**src/rtl/fcp_pkg.sv**
```systemverilog
package fcp_pkg;
  localparam int ADDR_W = 8;
  localparam int DATA_W = 32;
  localparam logic [ADDR_W-1:0] OFS_DATA = 8'h08;
  localparam logic [ADDR_W-1:0] OFS_STAT = 8'h20;
  localparam int STAT_BUSY_BIT = 0;
  localparam int STAT_IEN_BIT  = 7;
  localparam logic [DATA_W-1:0] DONE_IRQ_MASK = 32'h0000_0001;
endpackage

```
**src/rtl/fcp_mul_engine.sv**
```systemverilog
module fcp_mul_engine #(
  parameter int W = 32
) (
  input  logic         clk,
  input  logic         rst,
  input  logic         start,
  input  logic [W-1:0] operand,
  output logic         running,
  output logic         done,
  output logic [W-1:0] result
);
  logic [W-1:0] cnt_q;
  logic [W-1:0] acc_q;
  logic         run_q;
  logic         last;

  assign last    = (cnt_q <= W'(1));
  assign done    = run_q && last;
  assign running = run_q;
  assign result  = acc_q;

  always_ff @(posedge clk) begin
    if (rst) begin
      run_q <= 1'b0;
      cnt_q <= '0;
      acc_q <= '0;
    end else if (start) begin
      run_q <= 1'b1;
      cnt_q <= operand;
      acc_q <= W'(1);
    end else if (run_q) begin
      if (last) begin
        run_q <= 1'b0;
      end else begin
        acc_q <= acc_q * cnt_q;
        cnt_q <= cnt_q - W'(1);
      end
    end
  end


  no_restart_chk: assert property (@(posedge clk) disable iff (rst)
    start |-> !run_q);

  cnt_step_chk: assert property (@(posedge clk) disable iff (rst)
    (run_q && !last && !start) |=> (cnt_q == $past(cnt_q) - W'(1)));

  done_ends_chk: assert property (@(posedge clk) disable iff (rst)
    done |=> !run_q);
endmodule

```
**src/rtl/fcp_regs.sv**
```systemverilog
module fcp_regs
  import fcp_pkg::*;
(
  input  logic              clk,
  input  logic              rst,
  input  logic              reg_wr,
  input  logic [ADDR_W-1:0] reg_addr,
  input  logic              reg_full32,
  input  logic [DATA_W-1:0] reg_wdata,
  output logic [DATA_W-1:0] reg_rdata,
  output logic [DATA_W-1:0] irq_set,
  input  logic              eng_done,
  input  logic [DATA_W-1:0] eng_result,
  output logic              eng_start,
  output logic [DATA_W-1:0] eng_operand,
  output logic              busy
);
  logic [DATA_W-1:0] data_q;
  logic              busy_q;
  logic              ien_q;
  logic              irq_q;
  logic              wr_ok;
  logic [DATA_W-1:0] stat_word;

  assign wr_ok       = reg_wr && reg_full32;
  assign eng_start   = wr_ok && (reg_addr == OFS_DATA) && !busy_q;
  assign eng_operand = reg_wdata;
  assign busy        = busy_q;
  assign irq_set     = irq_q ? DONE_IRQ_MASK : '0;

  always_comb begin
    stat_word = '0;
    stat_word[STAT_BUSY_BIT] = busy_q;
    stat_word[STAT_IEN_BIT]  = ien_q;
  end

  always_comb begin
    if (!reg_full32) begin
      reg_rdata = '1;
    end else begin
      case (reg_addr)
        OFS_DATA: reg_rdata = data_q;
        OFS_STAT: reg_rdata = stat_word;
        default:  reg_rdata = '0;
      endcase
    end
  end

  always_ff @(posedge clk) begin
    if (rst) begin
      data_q <= '0;
      busy_q <= 1'b0;
      ien_q  <= 1'b0;
      irq_q  <= 1'b0;
    end else begin
      if (eng_start) begin
        data_q <= reg_wdata;
        busy_q <= 1'b1;
      end else if (eng_done) begin
        data_q <= eng_result;
        busy_q <= 1'b0;
      end
      if (wr_ok && (reg_addr == OFS_STAT)) begin
        ien_q <= reg_wdata[STAT_IEN_BIT];
      end
      irq_q <= eng_done && ien_q;
    end
  end


  busy_cause_chk: assert property (@(posedge clk) disable iff (rst)
    $rose(busy_q) |-> $past(reg_wr && reg_full32 && (reg_addr == OFS_DATA)));

  data_hold_chk: assert property (@(posedge clk) disable iff (rst)
    (busy_q && !eng_done) |=> $stable(data_q));

  irq_pulse_chk: assert property (@(posedge clk) disable iff (rst)
    irq_q |=> !irq_q);

  irq_idle_chk: assert property (@(posedge clk) disable iff (rst)
    irq_q |-> !busy_q);

  stat_rsvd_chk: assert property (@(posedge clk) disable iff (rst)
    (reg_full32 && reg_addr == OFS_STAT) |-> (reg_rdata[6:1] == '0));
endmodule

```
**src/rtl/fact_copro.sv**
```systemverilog
module fact_copro (
  input  logic        clk,
  input  logic        rst,
  input  logic        reg_wr,
  input  logic [7:0]  reg_addr,
  input  logic        reg_full32,
  input  logic [31:0] reg_wdata,
  output logic [31:0] reg_rdata,
  output logic [31:0] irq_set
);
  import fcp_pkg::*;

  logic              start;
  logic [DATA_W-1:0] operand;
  logic              running;
  logic              done;
  logic [DATA_W-1:0] result;
  logic              busy;

  fcp_regs u_regs (
    .clk        (clk),
    .rst        (rst),
    .reg_wr     (reg_wr),
    .reg_addr   (reg_addr),
    .reg_full32 (reg_full32),
    .reg_wdata  (reg_wdata),
    .reg_rdata  (reg_rdata),
    .irq_set    (irq_set),
    .eng_done   (done),
    .eng_result (result),
    .eng_start  (start),
    .eng_operand(operand),
    .busy       (busy)
  );

  fcp_mul_engine #(.W(DATA_W)) u_eng (
    .clk     (clk),
    .rst     (rst),
    .start   (start),
    .operand (operand),
    .running (running),
    .done    (done),
    .result  (result)
  );


  busy_match_chk: assert property (@(posedge clk) disable iff (rst)
    busy == running);
endmodule

```
**config.mk**
```make
export PLATFORM = sky130hd
export DESIGN_NAME = fact_copro
export DESIGN_NICKNAME = d
export VERILOG_FILES = /design/src/rtl/fcp_pkg.sv /design/src/rtl/fcp_mul_engine.sv /design/src/rtl/fcp_regs.sv /design/src/rtl/fact_copro.sv
export SDC_FILE = /design/constraint.sdc
export NUM_CORES = 1
export LEC_CHECK = 0
export BUFFER_PORTS_ARGS = -buffer_cell sky130_fd_sc_hd__buf_2
export CAP_MARGIN = 20
export CELL_PAD_IN_SITES_DETAIL_PLACEMENT = 1
export CELL_PAD_IN_SITES_GLOBAL_PLACEMENT = 1
export CORE_MARGIN = 4
export CORE_UTILIZATION = 53
export CTS_CLUSTER_SIZE = 30
export DETAILED_ROUTE_END_ITERATION = 16
export PLACE_DENSITY = 0.9
export SLEW_MARGIN = 10
export SYNTH_ARGS = -nofsm -noshare
export SYNTH_HDL_FRONTEND = slang
export SYNTH_SLANG_ARGS = --single-unit
```
**constraint.sdc**
```tcl
create_clock -name clk -period 21.3 [get_ports clk]
set_input_delay 4.26 -clock clk [delete_from_list [all_inputs] [get_ports clk]]
set_output_delay 4.26 -clock clk [all_outputs]
set_load 0.02 [all_outputs]
```
==> summary.txt, run 1 <==
outcome - finished clean
Post-synth EDFFs - 0
CTS H-tree lvls - 3
Clock Latency Late Sink - 0.36 ns
CP max-delay cell - buf_4
P_leak - 10.1 nW
crit-path max FO - 33
YS warnings - 0
cts hold-fix bufs - 0
hold depth - 2
Final nets - 2,928
top cell type's share of synthesized area - 40.1%
drt initial violations - 1,240
clock net sink count - 100
Final Core Density - 56.5%
crit end category - output port
Cells after Synth - 2,378
# IOs - 108
Reg2Reg Capture Point - u_eng.result[30]
cell type with the largest total area after synthesis - fa_1
Finished Layout Cells - 2,868
Initial Util - 53.9%
DR pass1 iterations - 5
I/O Buffers - 76
Final setup viols - 0
Vias - 17,014
die area - 41,700 µm²
syn avg cell area - 8.57 µm²
sequential-to-total area share from yosys stat - 9.82%
Worst Hold End - u_regs.busy
Worst EP arrival - 5.68 ns
GRT Util Overall - 34.9%
Worst setup SP type - input pin
Rel. slew slack - 19.0%
first-pass GRT wire length - 112,000 µm
Cell Pwr Density - 18.4 nW/µm²
Resized Gates After CTS - 0
share of flip-flops with an asynchronous set or reset - 0%
CP Cell Sequence - buf_2 > nor4_1 > nand2_1 > nor3b_2 > buf_4 > a22oi_1 > nand2_1 > buf_2
Reg2Reg Depth - 23
CTS tree - built
hpwl dp - 55,100 µm
Synth area leaders - fa_1 (40%), dfxtp_1 (9.8%), nand2_1 (8.6%)
synthesized area - 20,400 µm²
CP Data Required Time - 17.04 ns
Layout Skew - 0.0221 ns
Routed Wire Length - 71,500 µm
CTS buffer count - 9
Netlist cell types - 54
Worst-path clk slew - 0.06 ns
clock buffer depth - 2
area grow syn2layout - 4.87%
vias in the first global route - 20,305
Placer Congestion - 0.907
layout cells sized above 1 - 6.71%
worst slew pin tran - 1.21 ns
max-slew violations - 0
Die X - 204 µm
RSZ-0062 raised after global routing - no
Post CTS Setup Buffer Count - 0
final period utilization - 46.7%
top_reg_cell synth - dfxtp_1
filler cell count - 4,531
clk root buf - clkbuf_16
Placed Cells - 2,846
post-route ant nets - 0
Tmin final - 9.94 ns
hold crit path type - flip-flop to flip-flop
Final TNS setup - 0 ns
DR WL/cell - 24.9 µm
Site Rows - 71
R2R Setup Slk - 12.84 ns
f_max - 101 MHz
Setup Crit Path Kind - input pin to output port
VDD IR max - 0.0000424 V
die height - 204 µm
FF-to-FF Start - u_eng.cnt_q[7]
Pwr Total - 393 µW
Yosys reg bits - 100
MaxCap Viol Count - 0
DRC - 0
maximum number of pins on one net before global-route repair - 75
antenna violations before repair - 4
Hold Path Origin - u_regs.busy
total congestion overflow - 0
Max stage delay on crit path - 0.33 ns
Core Region - 37,800 µm²
Via density - 5.93
endpoints failing hold - 0
## layout by cell type, fill, tap and decap left out, types with 5 or more instances in the layout
master | netlist | layout
and2_1 | 249 | 249
a21o_1 | 8 | 8
nor3_1 | 15 | 15
a31oi_1 | 37 | 37
xor2_1 | 24 | 24
buf_2 | 7 | 76
a21oi_1 | 70 | 70
clkbuf_16 | 0 | 9
xnor2_1 | 86 | 86
ha_1 | 125 | 125
nand2b_1 | 6 | 6
nand3_1 | 12 | 12
o21ai_0 | 26 | 26
buf_4 | 36 | 41
nor2_1 | 37 | 37
or3_1 | 7 | 7
a211oi_1 | 8 | 8
inv_1 | 403 | 403
nor3b_1 | 6 | 5
fa_1 | 408 | 408
dfxtp_1 | 100 | 99
nand2_1 | 465 | 465
conb_1 | 1 | 31
o31ai_1 | 5 | 5
o21bai_1 | 35 | 35
## state kept, by name, summed over array words and instances, names as in the netlist
signal	flops
u_eng.running	1
u_eng.cnt_q	32
u_regs.ien_q	1
u_regs.irq_q	1
u_regs.busy	1
u_eng.result	32
u_regs.data_q	32
## how the worst max path moves through the flow
stage	to	slack, ns	startpoint
4_1_cts	reg_rdata[7]	11.34	reg_addr[2]
3_5_place_dp	reg_rdata[7]	11.35	reg_addr[2]
6_report	reg_rdata[7]	11.36	reg_addr[2]
5_1_grt	reg_rdata[0]	11.26	reg_addr[2]
3_3_place_gp	reg_rdata[7]	11.43	reg_addr[2]
2_1_floorplan	reg_rdata[10]	11.47	reg_addr[2]
## cell families (layout without fill, tap and decap cells)
| family | after synthesis | after routing | synth area share (%) |
|---|---|---|---|
| AOI/OAI and AO/OA | 209 | 209 | 6.34 |
| adders and majority gates | 533 | 533 | 47.7 |
| other | 1 | 32 | 0.0184 |
| buffers and inverters | 593 | 541 | 11.7 |
| and+or+nand+nor | 830 | 830 | 19.6 |
| DFF | 100 | 100 | 9.82 |
| muxes | 2 | 2 | 0.0982 |
| xor gates and xnor gates | 110 | 110 | 4.73 |
## power breakdown
group | internal [mW] | switching [mW]
registers | 0.187 | 0.000398
logic | 0.00787 | 0.0191
clock network | 0.0942 | 0.0847
total | 0.289 | 0.104
## Yosys cell counts (all sizes together) (3+ instances only)
master,count
nand2b,6
or4,5
nor2b,4
clkbuf,144
a211oi,8
nand2,465
or3,9
nand4,4
inv,403
a21oi,70
fa,408
ha,125
a21boi,3
nor4,4
a21o,8
or2,5
xor2,24
nand3,12
nor3b,6
o21bai,35
buf,46
dfxtp,100
o21ai,27
o31ai,5
nor3,19
and2,249
a311oi,3
o21a,4
nor2,37
xnor2,86
a31oi,37
## routing by layer
| layer | global-route usage [%] | vias to the layer above | share of wire, % |
|---|---|---|---|
| li1 | - | 6988 | - |
| met1 | 39.7 | 8641 | 35 |
| met2 | 60.4 | 1007 | 50 |
| met3 | 7.17 | 376 | 8.4 |
| met4 | 21.7 | 2 | 6.9 |
| met5 | 0 | - | 0.021 |
## metrics by stage
step                      hold WS [ns]  setup WS [ns]  instance area [µm²]
after floorplan                  0.444          11.47                20500
after global placement           0.466          11.43                21000
after detailed placement         0.472          11.35                21000
after CTS                        0.488          11.34                21300
after global routing             0.522          11.26                21400
final                            0.480          11.36                21400
## critical path, delay by kind of cell
kind | cells | cell delay (ns)
AO/OA/AOI/OAI | 1 | 0.14
buffers and inverters | 3 | 0.60
AND/OR/NAND/NOR | 4 | 0.67
## area by class of cell
type	count	area, µm²	share of cell area [%]
Multi-Input combinational cell	1715	16100	75.4
Clock inverter	7	91.3	0.427
Tap cell	511	639	2.99
Antenna cell	1	2.50	0.0117
Clock buffer	9	225	1.05
Inverter	403	1510	7.08
Sequential cell	100	2000	9.37
Timing Repair Buffer	122	785	3.67
Power figures use the tool's default switching activity.
==> run 2, diff against run 1 <==
ABC_AREA = 1   (was default)
CORE_UTILIZATION = 48   (was 53)
PLACE_DENSITY = 0.85   (was 0.9)
clock period = 9.4 ns   (was 21.3 ns; I/O delays follow)
==> run 2 against run 1 <==
Net effect: hold slack improved by 0.0018 ns; non-clock buffer count is 1 lower; flip-flop and latch count is the same; register-to-register slack got worse by 12 ns; critical path type is now flip-flop to flip-flop; largest cell class unchanged.
==> summary.txt, run 2 <==
outcome - finished clean
Via density - 5.47
Int Pwr - 689 µW
YS warnings - 0
clock net sink count - 100
Post CTS Setup Buffer Count - 0
die area - 49,500 µm²
syn avg cell area - 7.24 µm²
DR pass1 iterations - 5
combinational share of power - 7.1%
antenna violations before repair - 0
synthesized area - 22,100 µm²
clk root buf - clkbuf_16
Resized Gates After CTS - 0
CTS tree - built
Final TNS setup - 0 ns
Yosys reg bits - 100
Cells after Synth - 3,049
clock share of power - 47.0%
area grow syn2layout - 4.66%
Worst-path clk slew - 0.07 ns
DR WL/cell - 21.1 µm
clock buffer depth - 2
first-pass GRT wire length - 123,000 µm
Placer Congestion - 0.932
Final setup viols - 0
Setup Crit Path Kind - flip-flop to flip-flop
endpoints failing hold - 0
RSZ-0062 raised after global routing - no
Rel. slew slack - 23.3%
maximum number of pins on one net before global-route repair - 63
Layout Skew - 0.0181 ns
hpwl dp - 61,300 µm
total congestion overflow - 0
hold crit path type - flip-flop to flip-flop
vias in the first global route - 22,791
crit-path max FO - 15
post-route ant nets - 0
Core Region - 45,400 µm²
cell type with the largest total area after synthesis - fa_1
Worst setup SP type - flip-flop
P_leak - 13.3 nW
synth cell count leaders - nand2_1 (846), inv_1 (784), fa_1 (408)
# IOs - 108
Netlist cell types - 50
top cell type's share of synthesized area - 37.0%
Die X - 222 µm
cts hold-fix bufs - 0
max-slew violations - 0
layout cells sized above 1 - 5.74%
worst slew pin tran - 1.15 ns
Clock Latency Late Sink - 0.37 ns
final period utilization - 87.3%
Cell Pwr Density - 40.1 nW/µm²
leading cell type in the layout, fill and taps excluded - nand2_1
CP Data Required Time - 9.66 ns
Sw Ratio - 25.5%
Post-synth EDFFs - 0
top_reg_cell synth - dfxtp_1
share of flip-flops with an asynchronous set or reset - 0%
filler cell count - 5,903
GRT Util Overall - 31.0%
f_max - 122 MHz
Worst EP arrival - 8.47 ns
Site Rows - 78
VDD IR max - 0.0000922 V
CTS H-tree lvls - 3
power share of the sequential group - 45.8%
Final nets - 3,585
most common cell in the netlist - nand2_1
Tmin final - 8.21 ns
sequential-to-total area share from yosys stat - 9.07%
die height - 222 µm
Initial Util - 48.6%
Vias - 19,778
Switching Power - 236 µW
DRC - 0
Final Core Density - 50.9%
Synth area leaders - fa_1 (37%), nand2_1 (14%), inv_1 (13%)
Routed Wire Length - 76,300 µm
CTS buffer count - 9
drt initial violations - 1,421
MaxCap Viol Count - 0
commonest non-fill, non-tap cells in the layout - nand2_1 (846), inv_1 (784), fa_1 (408)
I/O Buffers - 76
n_diodes - 0
crit end category - flip-flop
[run 2: final cells by class]
class                           instances  area (µm²)  area share, %
Clock inverter                          5        83.8          0.363
Tap cell                              600         751           3.25
Sequential cell                       100        2000           8.68
Multi-Input combinational cell       1988       16300           70.5
Inverter                              788        2960           12.8
Clock buffer                           11         253           1.09
Timing Repair Buffer                  121         756           3.27
[run 2: power groups by stage]
stage | Clock [mW] | Sequential [mW] | Combinational, mW
final | 0.435 | 0.424 | 0.0661
after global routing | 0.457 | 0.424 | 0.0709
after floorplan | 0 | 0.434 | 0.0500
after detailed placement | 0 | 0.434 | 0.0649
after global placement | 0 | 0.434 | 0.0644
after CTS | 0.435 | 0.424 | 0.0653
[run 2: logic make-up after synthesis]
group	after synthesis	share of synthesized area [%]
simple gates	1129	20.9
buf+inv	991	17.6
compound gates	260	6.92
flops	100	9.07
xor+xnor	35	1.39
other cells	1	0.0170
fa+ha+maj	533	44.1
[run 2: path summary, 6_finish.rpt]
| path | start | end | slack (ns) | depth (start not counted) |
|---|---|---|---|---|
| worst min register to register | u_regs.ien_q | u_regs.irq_q | 0.48 | 2 |
| worst max-delay path | u_eng.result[8] | u_eng.result[22] | 1.19 | 23 |
| worst min-delay path | u_regs.ien_q | u_regs.irq_q | 0.48 | 2 |
| worst max register to register | u_eng.result[8] | u_eng.result[22] | 1.19 | 23 |
[run 2: critical path: stages, from the launching register on]
cell and delay, ns:
dfxtp_1 0.93, buf_4 0.37, nand2_1 0.12, fa_1 0.53, inv_1 0.06, fa_1 0.38, inv_1 0.09, fa_1 0.45
fa_1 0.50, inv_1 0.05, fa_1 0.50, inv_1 0.06, fa_1 0.57, fa_1 0.47, fa_1 0.51, inv_1 0.04
ha_1 0.35, nand2_1 0.17, nor4_1 0.80, nand3_1 0.13, o21ai_0 0.50, xor2_1 0.23, o21ai_0 0.21, inv_1 0.06
[run 2: layer usage]
| metal | wire, µm | GRT usage (%) | part of all wire (%) |
|---|---|---|---|
| met3 | 4970 | 4.27 | 6.5 |
| met4 | 3750 | 13.1 | 4.9 |
| met5 | 0 | 0 | 0 |
| met1 | 30200 | 38.9 | 40 |
| met2 | 37400 | 54.1 | 49 |
[run 2: per-stage QoR]
| step | worst slack (ns) | total power, mW | cells | cell area [µm²] | hold WS [ns] |
|---|---|---|---|---|---|
| 6_report | 1.19 | 0.926 | 3613 | 23100 | 0.482 |
| 2_1_floorplan | 2.76 | 0.484 | 3079 | 22200 | 0.439 |
| 3_5_place_dp | 1.24 | 0.499 | 3592 | 22700 | 0.460 |
| 3_3_place_gp | 1.32 | 0.499 | 3592 | 22700 | 0.456 |
| 5_1_grt | 0.912 | 0.952 | 3613 | 23100 | 0.509 |
| 4_1_cts | 1.21 | 0.925 | 3608 | 23000 | 0.480 |
